$ cat src/rtl/txt_raster_pkg.sv
package txt_raster_pkg;

  typedef enum logic [1:0] {
    RM_ILACE = 2'b00,
    RM_ALT   = 2'b01,
    RM_FIX   = 2'b10,
    RM_EXT   = 2'b11
  } rmode_e;

  // index of the last line of the current field
  function automatic int fld_last_line(rmode_e m, logic fld, int lines);
    case (m)
      RM_ILACE: return lines;
      RM_ALT:   return fld ? lines : lines - 1;
      default:  return lines - 1;
    endcase
  endfunction

  // line position of the last clock of the current field
  function automatic int fld_end_h(rmode_e m, logic fld, int lclk);
    return (m == RM_ILACE && !fld) ? (lclk / 2) - 1 : lclk - 1;
  endfunction

  // line position at which the next field starts
  function automatic int fld_start_h(rmode_e m, logic nxt_fld, int lclk);
    return (m == RM_ILACE && nxt_fld) ? lclk / 2 : 0;
  endfunction

endpackage

$ cat src/rtl/txt_raster_hcnt.sv
module txt_raster_hcnt #(
  parameter int LINE_CLKS = 888,
  parameter int SYNC_END  = 65,
  parameter int ACT_START = 231,
  parameter int ACT_END   = 786,
  parameter int HW        = 10
) (
  input  logic          clk,
  input  logic          rst_n,
  input  logic          lfb_rise,
  input  logic          field_end,
  input  logic [HW-1:0] restart_h,
  output logic [HW-1:0] h,
  output logic [HW-1:0] h_nxt,
  output logic          line_wrap,
  output logic          hact,
  output logic          nsync,
  output logic          bsync
);
  localparam logic [HW-1:0] H_LAST  = HW'(LINE_CLKS - 1);
  localparam logic [HW-1:0] H_SYNC  = HW'(SYNC_END);
  localparam logic [HW-1:0] H_BSYNC = HW'(LINE_CLKS / 2 - SYNC_END);
  localparam logic [HW-1:0] H_ACTS  = HW'(ACT_START);
  localparam logic [HW-1:0] H_ACTE  = HW'(ACT_END);

  logic [HW-1:0] h_q;

  assign line_wrap = (h_q == H_LAST);

  always_comb begin
    if (lfb_rise)       h_nxt = '0;
    else if (field_end) h_nxt = restart_h;
    else if (line_wrap) h_nxt = '0;
    else                h_nxt = h_q + 1'b1;
  end

  always_ff @(posedge clk or negedge rst_n) begin
    if (!rst_n) h_q <= '0;
    else        h_q <= h_nxt;
  end

  assign h     = h_q;
  assign hact  = (h_q >= H_ACTS) && (h_q < H_ACTE);
  assign nsync = (h_q < H_SYNC);
  assign bsync = (h_q < H_BSYNC);

endmodule

$ cat src/rtl/txt_raster_vcnt.sv
module txt_raster_vcnt
  import txt_raster_pkg::*;
#(
  parameter int LINE_CLKS   = 888,
  parameter int FIELD_LINES = 312,
  parameter int VS_LINES    = 3,
  parameter int VACT_FIRST  = 41,
  parameter int VACT_LAST   = 290,
  parameter int HW          = 10,
  parameter int LW          = 9
) (
  input  logic          clk,
  input  logic          rst_n,
  input  rmode_e        mode,
  input  logic [HW-1:0] h,
  input  logic          line_wrap,
  input  logic          lfb_rise,
  input  logic          ffb_rise,
  output logic [LW-1:0] line,
  output logic          field,
  output logic          field_end,
  output logic [HW-1:0] restart_h,
  output logic          vsync_line,
  output logic          vact
);
  localparam logic [LW-1:0] L_MAX = LW'(FIELD_LINES);
  localparam logic [LW-1:0] L_VS  = LW'(VS_LINES);
  localparam logic [LW-1:0] L_VF  = LW'(VACT_FIRST);
  localparam logic [LW-1:0] L_VL  = LW'(VACT_LAST);

  logic [LW-1:0] line_q, line_n, last_l;
  logic [HW-1:0] end_h;
  logic          field_q, field_n;

  assign last_l    = LW'(fld_last_line(mode, field_q, FIELD_LINES));
  assign end_h     = HW'(fld_end_h(mode, field_q, LINE_CLKS));
  assign restart_h = HW'(fld_start_h(mode, ~field_q, LINE_CLKS));
  assign field_end = (mode != RM_EXT) && (line_q == last_l) && (h == end_h);

  always_comb begin
    line_n  = line_q;
    field_n = field_q;
    if (mode == RM_EXT) begin
      if (ffb_rise) begin
        line_n  = '0;
        field_n = ~field_q;
      end else if ((lfb_rise || line_wrap) && line_q != L_MAX) begin
        line_n = line_q + 1'b1;
      end
    end else if (field_end) begin
      line_n  = '0;
      field_n = ~field_q;
    end else if (line_wrap) begin
      line_n = line_q + 1'b1;
    end
  end

  always_ff @(posedge clk or negedge rst_n) begin
    if (!rst_n) begin
      line_q  <= '0;
      field_q <= 1'b0;
    end else begin
      line_q  <= line_n;
      field_q <= field_n;
    end
  end

  assign line       = line_q;
  assign field      = field_q;
  assign vsync_line = (line_q < L_VS);
  assign vact       = (line_q >= L_VF) && (line_q <= L_VL);

endmodule

$ cat src/rtl/txt_raster_chr.sv
module txt_raster_chr #(
  parameter int ACT_START = 231,
  parameter int ACT_END   = 786,
  parameter int CHARS     = 40,
  parameter int HW        = 10,
  parameter int CW        = 6
) (
  input  logic          clk,
  input  logic          rst_n,
  input  logic [HW-1:0] h_nxt,
  input  logic          hact,
  input  logic          vact,
  output logic          chr_stb,
  output logic [CW-1:0] chr_col
);
  localparam int            WIN   = ACT_END - ACT_START;
  localparam int            AW    = $clog2(WIN + CHARS + 1);
  localparam int            KW    = $clog2(CHARS + 1);
  localparam logic [AW-1:0] A_WIN = AW'(WIN);
  localparam logic [AW-1:0] A_INC = AW'(CHARS);
  localparam logic [HW-1:0] H_ACTS = HW'(ACT_START);

  logic [AW-1:0] acc_q, acc_sum, acc_n;
  logic [KW-1:0] col_q, col_n;
  logic          wrap, at_start;

  assign acc_sum  = acc_q + A_INC;
  assign wrap     = (acc_sum >= A_WIN);
  assign at_start = (h_nxt == H_ACTS);

  always_comb begin
    if (at_start) begin
      acc_n = '0;
      col_n = '0;
    end else if (hact) begin
      acc_n = wrap ? acc_sum - A_WIN : acc_sum;
      col_n = wrap ? col_q + 1'b1 : col_q;
    end else begin
      acc_n = acc_q;
      col_n = col_q;
    end
  end

  always_ff @(posedge clk or negedge rst_n) begin
    if (!rst_n) begin
      acc_q <= '0;
      col_q <= '0;
    end else begin
      acc_q <= acc_n;
      col_q <= col_n;
    end
  end

  assign chr_stb = hact && vact && (acc_q < A_INC);
  assign chr_col = (hact && vact) ? CW'(col_q) : '0;

endmodule

$ cat src/rtl/txt_raster_gen.sv
module txt_raster_gen
  import txt_raster_pkg::*;
#(
  parameter int LINE_CLKS   = 888,
  parameter int SYNC_END    = 65,
  parameter int ACT_START   = 231,
  parameter int ACT_END     = 786,
  parameter int CHARS       = 40,
  parameter int FIELD_LINES = 312,
  parameter int VS_LINES    = 3,
  parameter int VACT_FIRST  = 41,
  parameter int VACT_LAST   = 290,
  parameter int CW          = $clog2(CHARS)
) (
  input  logic          clk,
  input  logic          rst_n,
  input  logic [1:0]    mode,
  input  logic          even_off,
  input  logic          lfb,
  input  logic          ffb,
  output logic          tsync,
  output logic          hact,
  output logic          vact,
  output logic          chr_stb,
  output logic [CW-1:0] chr_col,
  output logic          odd_even
);
  localparam int HW = $clog2(LINE_CLKS);
  localparam int LW = $clog2(FIELD_LINES + 1);

  rmode_e        mode_e;
  logic          lfb_q, ffb_q, lfb_rise, ffb_rise;
  logic [HW-1:0] h_cnt, h_nxt, restart_h;
  logic [LW-1:0] line_cnt;
  logic          field_q, field_end, line_wrap;
  logic          nsync, bsync, vsync_line;

  assign mode_e   = rmode_e'(mode);
  assign lfb_rise = (mode_e == RM_EXT) && lfb && !lfb_q;
  assign ffb_rise = (mode_e == RM_EXT) && ffb && !ffb_q;

  always_ff @(posedge clk or negedge rst_n) begin
    if (!rst_n) begin
      lfb_q <= 1'b0;
      ffb_q <= 1'b0;
    end else begin
      lfb_q <= lfb;
      ffb_q <= ffb;
    end
  end

  txt_raster_hcnt #(
    .LINE_CLKS(LINE_CLKS), .SYNC_END(SYNC_END),
    .ACT_START(ACT_START), .ACT_END(ACT_END), .HW(HW)
  ) u_hcnt (
    .clk(clk), .rst_n(rst_n), .lfb_rise(lfb_rise), .field_end(field_end),
    .restart_h(restart_h), .h(h_cnt), .h_nxt(h_nxt), .line_wrap(line_wrap),
    .hact(hact), .nsync(nsync), .bsync(bsync)
  );

  txt_raster_vcnt #(
    .LINE_CLKS(LINE_CLKS), .FIELD_LINES(FIELD_LINES), .VS_LINES(VS_LINES),
    .VACT_FIRST(VACT_FIRST), .VACT_LAST(VACT_LAST), .HW(HW), .LW(LW)
  ) u_vcnt (
    .clk(clk), .rst_n(rst_n), .mode(mode_e), .h(h_cnt), .line_wrap(line_wrap),
    .lfb_rise(lfb_rise), .ffb_rise(ffb_rise), .line(line_cnt), .field(field_q),
    .field_end(field_end), .restart_h(restart_h), .vsync_line(vsync_line),
    .vact(vact)
  );

  txt_raster_chr #(
    .ACT_START(ACT_START), .ACT_END(ACT_END), .CHARS(CHARS), .HW(HW), .CW(CW)
  ) u_chr (
    .clk(clk), .rst_n(rst_n), .h_nxt(h_nxt), .hact(hact), .vact(vact),
    .chr_stb(chr_stb), .chr_col(chr_col)
  );

  assign tsync    = vsync_line ? bsync : nsync;
  assign odd_even = field_q && !even_off;

endmodule

$ cat config.mk
export PLATFORM = sky130hd
export DESIGN_NAME = txt_raster_gen
export DESIGN_NICKNAME = d
export VERILOG_FILES = /design/src/rtl/txt_raster_pkg.sv /design/src/rtl/txt_raster_hcnt.sv /design/src/rtl/txt_raster_vcnt.sv /design/src/rtl/txt_raster_chr.sv /design/src/rtl/txt_raster_gen.sv
export SDC_FILE = /design/constraint.sdc
export NUM_CORES = 1
export LEC_CHECK = 0
export ABC_AREA = 1
export BUFFER_PORTS_ARGS = -buffer_cell sky130_fd_sc_hd__buf_4
export CAP_MARGIN = 0
export CORE_MARGIN = 2
export CORE_UTILIZATION = 45
export DETAILED_ROUTE_END_ITERATION = 16
export GPL_ROUTABILITY_DRIVEN = 0
export HOLD_SLACK_MARGIN = 0.02
export PLACE_DENSITY_LB_ADDON = 0.2
export SYNTH_ARGS = -nofsm -noshare
export SYNTH_HDL_FRONTEND = slang
export SYNTH_SLANG_ARGS = --single-unit
$ cat constraint.sdc
create_clock -name clk -period 4.3 [get_ports clk]
set_clock_uncertainty 0.05 [all_clocks]
set_input_delay 0.43 -clock clk [delete_from_list [all_inputs] [get_ports clk]]
set_output_delay 0.43 -clock clk [all_outputs]
set_load 0.03 [all_outputs]
==> results of run 1 <==
==> critical path, delay by kind of cell (launching register included) <==
family | cells | cell delay [ns]
AOI/OAI and AO/OA | 2 | 0.30
buffers and inverters | 3 | 0.59
DFF | 1 | 0.42
and+or+nand+nor | 5 | 0.75
==> synth_stat cells (all sizes together) <==
cell type	n
nand3	58
o21ai	20
nand2	122
nand3b	3
o211ai	3
ha	10
buf	4
dfrtp	38
o31ai	1
xor2	11
nor2	64
nor3	9
nor4	1
a21oi	2
xnor2	3
inv	82
nand4	22
o22ai	1
==> worst min path at each step <==
stage | start | slack, ns | end | cells after the start
floorplan | rst_n | 0.08 | ffb_q | 0
finish | rst_n | 0.05 | u_vcnt.line[0] | 1
global route | rst_n | 0.08 | u_hcnt.h[2] | 1
detailed placement | rst_n | 0.39 | u_hcnt.h[2] | 1
CTS | rst_n | 0.06 | u_hcnt.h[8] | 1
global placement | rst_n | 0.39 | u_hcnt.h[2] | 1
==> power by group <==
group / internal [uW] / switching, uW
clock: 173 / 146
sequential: 471 / 145
combinational: 314 / 613
==> layer usage <==
layer | global-route usage | wire length [um] | part of all wire
met5 | 0 | 0 | 0
met4 | 0.0880 | 107 | 0.016
met3 | 0.0308 | 239 | 0.035
met2 | 0.304 | 3050 | 0.45
met1 | 0.279 | 3420 | 0.50
==> sequential cells by signal (all words and copies together) (netlist names) <==
register and flops:
u_chr.acc_q 10, u_vcnt.line 9, lfb_q 1, u_chr.col_q 6, u_hcnt.h 10, u_vcnt.field 1, ffb_q 1
==> area by class of cell <==
cell class,instances,area [sq um]
Multi-Input combinational cell,330,1730
Clock buffer,5,68.8
Clock inverter,3,45.0
Tap cell,77,96.3
Inverter,82,308
Sequential cell,38,951
Timing Repair Buffer,17,128
Fill cell,623,3100
==> cells by family after synthesis <==
| logic type | Yosys count | synth area share |
|---|---|---|
| buf+inv | 86 | 0.113 |
| xor+xnor | 14 | 0.0493 |
| compound gates | 27 | 0.0485 |
| simple gates | 279 | 0.433 |
| flops | 38 | 0.315 |
| fa+ha+maj | 10 | 0.0414 |
==> stage by stage <==
step | total power, uW | utilization | cell area, sq um
6_report | 1860 | 0.518 | 3320
5_1_grt | 2060 | 0.518 | 3320
3_5_place_dp | 1540 | 0.500 | 3210
4_1_cts | 1870 | 0.518 | 3320
3_3_place_gp | 1530 | 0.500 | 3210
2_1_floorplan | 1340 | - | 3020
==> cells in the final DEF (no fill, tap or decap), types with 4 or more instances in the layout <==
master,instances
o21ai_1,5
o21ai_0,15
nor2_4,4
inv_1,72
nor2_1,55
nand2_1,112
clkbuf_8,5
nor3_1,9
buf_4,17
xor2_1,9
nand3_2,4
nand2_2,9
dfrtp_1,38
nand3_1,54
inv_2,10
nor2_2,5
nand4_1,21
ha_1,10
==> results.cfg, run 1 <==
[timing]
hold_violations = 0
report.final.slew_viol_count = 0
tightest_slew_ns = 0.498
rsz0062_at_grt = false
hold_slack_ns = 0.0451
worst_slack_ns = 1.46
period_needed_ns = 2.84
fmax_mhz = 353
setup_tns_ns = 0
period_share = 0.660
timing.slew.headroom = 0.668
final-setup-viol-count = 0

[final_layout]
area_growth_pct = 10.1
drive_gt1_frac = 0.128
fin_nets = 491
final-instance-count-excl-fill = 552
diodes = 0

[run]
maxCapViolations = 0

[logic_synthesis]
postSynthAreaPerCell_sq_um = 6.65
netlist_area_sq_um = 3020
synth_top_area_frac = 0.315
ys_seq_area_frac = 0.315
postSynthCellCount = 454
syn_nets = 471
ys_types = 29
synth_warnings = 0
yosys.area.top_type = dfrtp_1
ys_top_cells_by_area = dfrtp_1, nand2_1, inv_1
synth_seq_cells = 38

[cts]
post-cts-setup-buffers = 0
cts_buffers = 5
htreeDepth = 2
clock_sinks = 38
cts_tree = done
root_buffer = clkbuf_8
path_clk_slew_ns = 0.08
clock_latency_ns = 0.30
cts_resized = 0
clock_path_buffers = 2
postCtsHoldBufs = 0

[worst_setup_path]
slowest_stage = dfrtp_1
cp_max_fo = 15
r2r_slack_ns = 1.98
timing.rr.start = u_hcnt.h[1]
worstPathRequired_ns = 3.82
cp-start-kind = flop
critPathKind = reg -> out
cpPeakStageDelay_ns = 0.42
crit_path_end_kind = output port
path_cells = inv_2 > nand2_1 > o21ai_1 > nand3_1 > o21ai_1 > nand2_2 > inv_2 > nand2_1 > nor3_1 > buf_4
reg2reg_depth = 10
worstReg2RegEnd = u_chr.col_q[2]
worstPathArrival_ns = 2.36
crit_start = u_hcnt.h[3]
cp-endpoint = chr_stb

[floorplanning]
die_y_um = 85.9
ios = 18
dieArea_sq_um = 7380
initial_core_util = 0.470
placementRows = 29
die_w_um = 85.9
core_area_sq_um = 6420

[drt]
ant_nets = 0
detail_route.wl_per_cell_um = 12.3
viasPerCell = 5.09
firstDrtPassIters = 4
drc_errors = 0
drtIter0Drc = 134
drt_wl_total_um = 6820
vias = 2811

[global_routing]
track_usage = 0.199
gr-total-overflow = 0
grt_max_degree = 39
grt_pass1_wl_um = 11800
antenna_found_initial = 0
first_global_vias = 2665

[status]
status = finished clean

[place]
io_buffers = 17
place_inst = 544
pre_cts_slack_ns = 1.79
dpl.hpwl_um = 5120

[worst_hold_path]
hold_path_class = in -> async

[power_and_ir_drop]
power.density_nw_per_um2 = 560
power_leakage_uw = 0.00183
ir_drop_uv = 315
No activity file was read; power rests on OpenSTA's default activity.
==> run 2, diff against run 1 <==
Settings changed: ABC_AREA 1 to 0.
Clock period 4.3 ns to 2.8 ns, I/O delays scaled along.
==> results.cfg, run 2 <==
[status]
status = finished clean

[final_layout]
drive_gt1_frac = 0.187
layout_common_cells = dfrtp_1, nor2_1, buf_4
area_growth_pct = 13.1
multi_input_area_sq_um = 1600
diodes = 0
fin_nets = 348
seq_area_sq_um = 953
final_common_cell = dfrtp_1
final-instance-count-excl-fill = 407
fill_cells = 529

[logic_synthesis]
netlist_area_sq_um = 2700
ys_top_cells_by_area = dfrtp_1, xnor2_1, nor2_1
postSynthAreaPerCell_sq_um = 8.67
syn_nets = 328
yosys.area.top_type = dfrtp_1
synthFlopType = dfrtp_1
ys_types = 56
synth_top_area_frac = 0.353
synth_seq_cells = 38
synthArstFlopShare = 1.00
ys_seq_area_frac = 0.353
postSynthCellCount = 311
synth_edf_count = 0
yosysMostFrequentCell = dfrtp_1
synth_warnings = 0
ys_top_cells_by_count = dfrtp_1, nor2_1, nand2_1

[timing]
rsz0062_at_grt = false
tightest_slew_ns = 0.711
hold_slack_ns = 0.0466
timing.slew.headroom = 0.523
period_needed_ns = 2.61
setup_tns_ns = 0
fmax_mhz = 383
period_share = 0.933
hold_violations = 0
final-setup-viol-count = 0
report.final.slew_viol_count = 0

[floorplanning]
core_area_sq_um = 5850
initial_core_util = 0.461
die_y_um = 81.4
die_w_um = 81.4
ios = 18
placementRows = 28
dieArea_sq_um = 6630

[cts]
root_buffer = clkbuf_8
clock_latency_ns = 0.29
htreeDepth = 2
cts_tree = done
cts_buffers = 5
clock_path_buffers = 2
path_clk_slew_ns = 0.08
clock_sinks = 38

[drt]
firstDrtPassIters = 4
vias = 2247
detail_route.wl_per_cell_um = 14.0
drt_wl_total_um = 5700
ant_nets = 0
viasPerCell = 5.52
drc_errors = 0
drtIter0Drc = 245

[worst_setup_path]
cp-endpoint = chr_stb
path_cells = ha_2 > a211o_1 > a41o_1 > o22ai_2 > inv_2 > and2_1 > and3_1 > buf_4
crit_cells = 8
critPathBufInv = 2
reg2reg_depth = 8
r2r_slack_ns = 0.25
worstReg2RegEnd = u_chr.acc_q[7]
crit_path_end_kind = output port
crit_start = u_hcnt.h[0]
slowest_stage = dfrtp_1
worstPathRequired_ns = 2.47
cpPeakStageDelay_ns = 0.45
timing.rr.start = u_chr.acc_q[4]
path_delay_family = compound AO/OA/AOI/OAI gates
cp_max_fo = 12
critPathKind = reg -> out
cp-start-kind = flop
worstPathArrival_ns = 2.28

[global_routing]
grt_max_degree = 39
antenna_found_initial = 0
first_global_vias = 2116
gr-total-overflow = 0
track_usage = 0.195
grt_pass1_wl_um = 10100

[place]
io_buffers = 17
place_inst = 396
dpl.hpwl_um = 4090

[power_and_ir_drop]
power_switching_uw = 822
ir_drop_uv = 335
clockPowerShare = 0.196
power.density_nw_per_um2 = 673
power_leakage_uw = 0.00132
power_uw = 2050
p_comb_frac = 0.364
internal_power_uw = 1230
power_frac_seq = 0.439
swShare = 0.400

[worst_hold_path]
hold_path_class = in -> reg

[run]
maxCapViolations = 0
-- run 2: final cells by class --
cell class	count	area share
timing repair buffer	34	0.0845
clock buffer	6	0.0271
inverter	15	0.0185
multi-input combinational	237	0.523
clock inverter	2	0.00410
tap	75	0.0308
sequential	38	0.312
-- run 2: how the worst min path moves through the flow --
stage | from | to | slack, ns | cells after the start
after floorplan | rst_n | ffb_q | -0.07 | 0
after global placement | rst_n | u_vcnt.line[0] | 0.23 | 1
after detailed placement | rst_n | u_vcnt.line[0] | 0.24 | 1
after CTS | ffb | ffb_q | 0.03 | 1
after global routing | ffb | ffb_q | 0.04 | 1
final | ffb | ffb_q | 0.05 | 1
-- run 2: layer usage --
metal  GRT usage  vias to the layer above  part of all wire
li1            -                     1143                 -
met1       0.281                     1058              0.49
met2       0.289                       37              0.45
met3      0.0308                        9             0.031
met4      0.0847                        0             0.023
met5           0                        -                 0
-- run 2: power by group through the flow --
stage	sequential, uW	combinational (uW)	clock, uW
floorplan	783	652	0
global placement	912	697	0
detailed placement	914	707	0
CTS	904	713	421
global route	937	855	440
finish	902	748	403
-- run 2: cells by family after synthesis --
logic type               after synthesis  synth area share
AO/OA/AOI/OAI                         60             0.167
buffers and inverters                 36            0.0594
adder cells (fa/ha/maj)               10            0.0464
XOR/XNOR                              27            0.0877
AND/OR/NAND/NOR                      138             0.279
multiplexers                           2           0.00742
flip-flops                            38             0.353
-- run 2: metrics by stage --
| step | area, sq um | utilization | setup WS, ns |
|---|---|---|---|
| after floorplan | 2700 | - | 0.144 |
| after global placement | 2920 | 0.499 | 0.266 |
| after detailed placement | 2920 | 0.499 | 0.220 |
| after CTS | 3030 | 0.517 | 0.00526 |
| after global routing | 3050 | 0.522 | 0.00866 |
| final | 3050 | 0.522 | 0.186 |
-- run 2: what timing repair did --
item                       in CTS  in global routing
gates cloned                    0                  0
gates resized for setup         1                  4
hold endpoints to repair       38                  0
setup buffers                   0                  2
setup endpoints to repair       1                  7
hold buffers                    1                  0
==> run 3, diff against run 2 <==
Settings changed: SETUP_SLACK_MARGIN set to 0.3, SKIP_LAST_GASP set to 1.
==> results.cfg, run 3 (synthesis gave the netlist of run 2 again) <==
[cts]
clock_sinks = 38
path_clk_slew_ns = 0.08
clock_latency_ns = 0.30
root_buffer = clkbuf_8
cts_buffers = 5
clock_path_buffers = 2
cts_tree = done
htreeDepth = 2

[worst_setup_path]
cp-start-kind = flop
worstPathArrival_ns = 2.17
worstPathRequired_ns = 2.47
crit_path_end_kind = output port
critPathKind = reg -> out
cp_max_fo = 8

[drt]
ant_nets = 0
firstDrtPassIters = 4
detail_route.wl_per_cell_um = 14.1
drtIter0Drc = 92
viasPerCell = 5.60
vias = 2303
drt_wl_total_um = 5790
drc_errors = 0

[place]
placed_cell_area_sq_um = 2900
pre_cts_slack_ns = 0.144
dpl.hpwl_um = 4060
place_inst = 393
io_buffers = 17

[floorplanning]
dieArea_sq_um = 6630
placementRows = 28
die_w_um = 81.4
initial_core_util = 0.461
core_area_sq_um = 5850
die_y_um = 81.4
ios = 18

[status]
status = finished clean

[timing]
fmax_mhz = 400
tightest_slew_ns = 0.679
worst_slack_ns = 0.302
report.final.slew_viol_count = 0
setup_tns_ns = 0
period_share = 0.892
hold_slack_ns = 0.0399
hold_violations = 0
timing.slew.headroom = 0.546
rsz0062_at_grt = true
final-setup-viol-count = 0
period_needed_ns = 2.50

[final_layout]
area_growth_pct = 19.8
diodes = 0
layout_common_cells = dfrtp_1, buf_4, nor2_1
final-instance-count-excl-fill = 411
fin_area_sq_um = 3230
fin_nets = 352
drive_gt1_frac = 0.235

[power_and_ir_drop]
ir_drop_uv = 377
power.density_nw_per_um2 = 710
power_leakage_uw = 0.00135

[global_routing]
gr-total-overflow = 0
grt_max_degree = 39
antenna_found_initial = 0
track_usage = 0.193
grt_pass1_wl_um = 10100
first_global_vias = 2200

[worst_hold_path]
hold_path_class = in -> reg

[run]
maxCapViolations = 0
## run 3: layer usage
| metal | GRT usage | wire length (um) | up-vias | share of wire |
|---|---|---|---|---|
| met3 | 0.0286 | 151 | 9 | 0.026 |
| met2 | 0.308 | 2730 | 35 | 0.47 |
| met5 | 0 | 0 | - | 0 |
| met4 | 0.0746 | 82 | 0 | 0.014 |
| li1 | - | - | 1153 | - |
| met1 | 0.265 | 2820 | 1106 | 0.49 |
## run 3: critical path: stages, from the launching register on
cell and delay, ns:
dfrtp_1 0.42, ha_4 0.20, a211o_1 0.28, a41o_1 0.27, o22ai_4 0.17, inv_2 0.11, and2_1 0.14, and3_1 0.14
buf_6 0.13
## run 3: layout make-up
cell class                 instances  area [sq um]
multi-input combinational        237          1690
clock buffer                       5          68.8
sequential                        38           955
tap                               75          93.8
fill                             513          2620
inverter                          15          56.3
timing repair buffer              38           295
clock inverter                     3          68.8
## run 3: power breakdown
group / internal, uW / switching (uW)
sequential: 680 / 198
combinational: 395 / 451
clock: 357 / 213
## run 3: final timing paths
kind,start,end,slack [ns],cells past startpoint
max in group asynchronous,rst_n,u_hcnt.h[7],1.90,2
max,u_hcnt.h[1],chr_stb,0.30,8
min in group asynchronous,rst_n,u_hcnt.h[3],0.44,2
min,ffb,ffb_q,0.04,1
max reg2reg,u_chr.acc_q[3],u_chr.acc_q[7],0.44,10
min reg2reg,u_vcnt.field,u_vcnt.field,0.46,1
## run 3: per-stage QoR
step,utilization,power (uW)
after global placement,0.496,1610
final,0.552,2290
after floorplan,-,1440
after global routing,0.552,2470
after detailed placement,0.496,1620
after CTS,0.540,2280
## run 3: what timing repair did
item / CTS / global route
setup buffers: 7 / 2
cloned: 0 / 0
hold endpoints to repair: 38 / 0
endpoints found under the setup margin: 25 / 25
gates resized for setup: 12 / 14
pin swaps: 3 / 7
hold buffers: 1 / 0
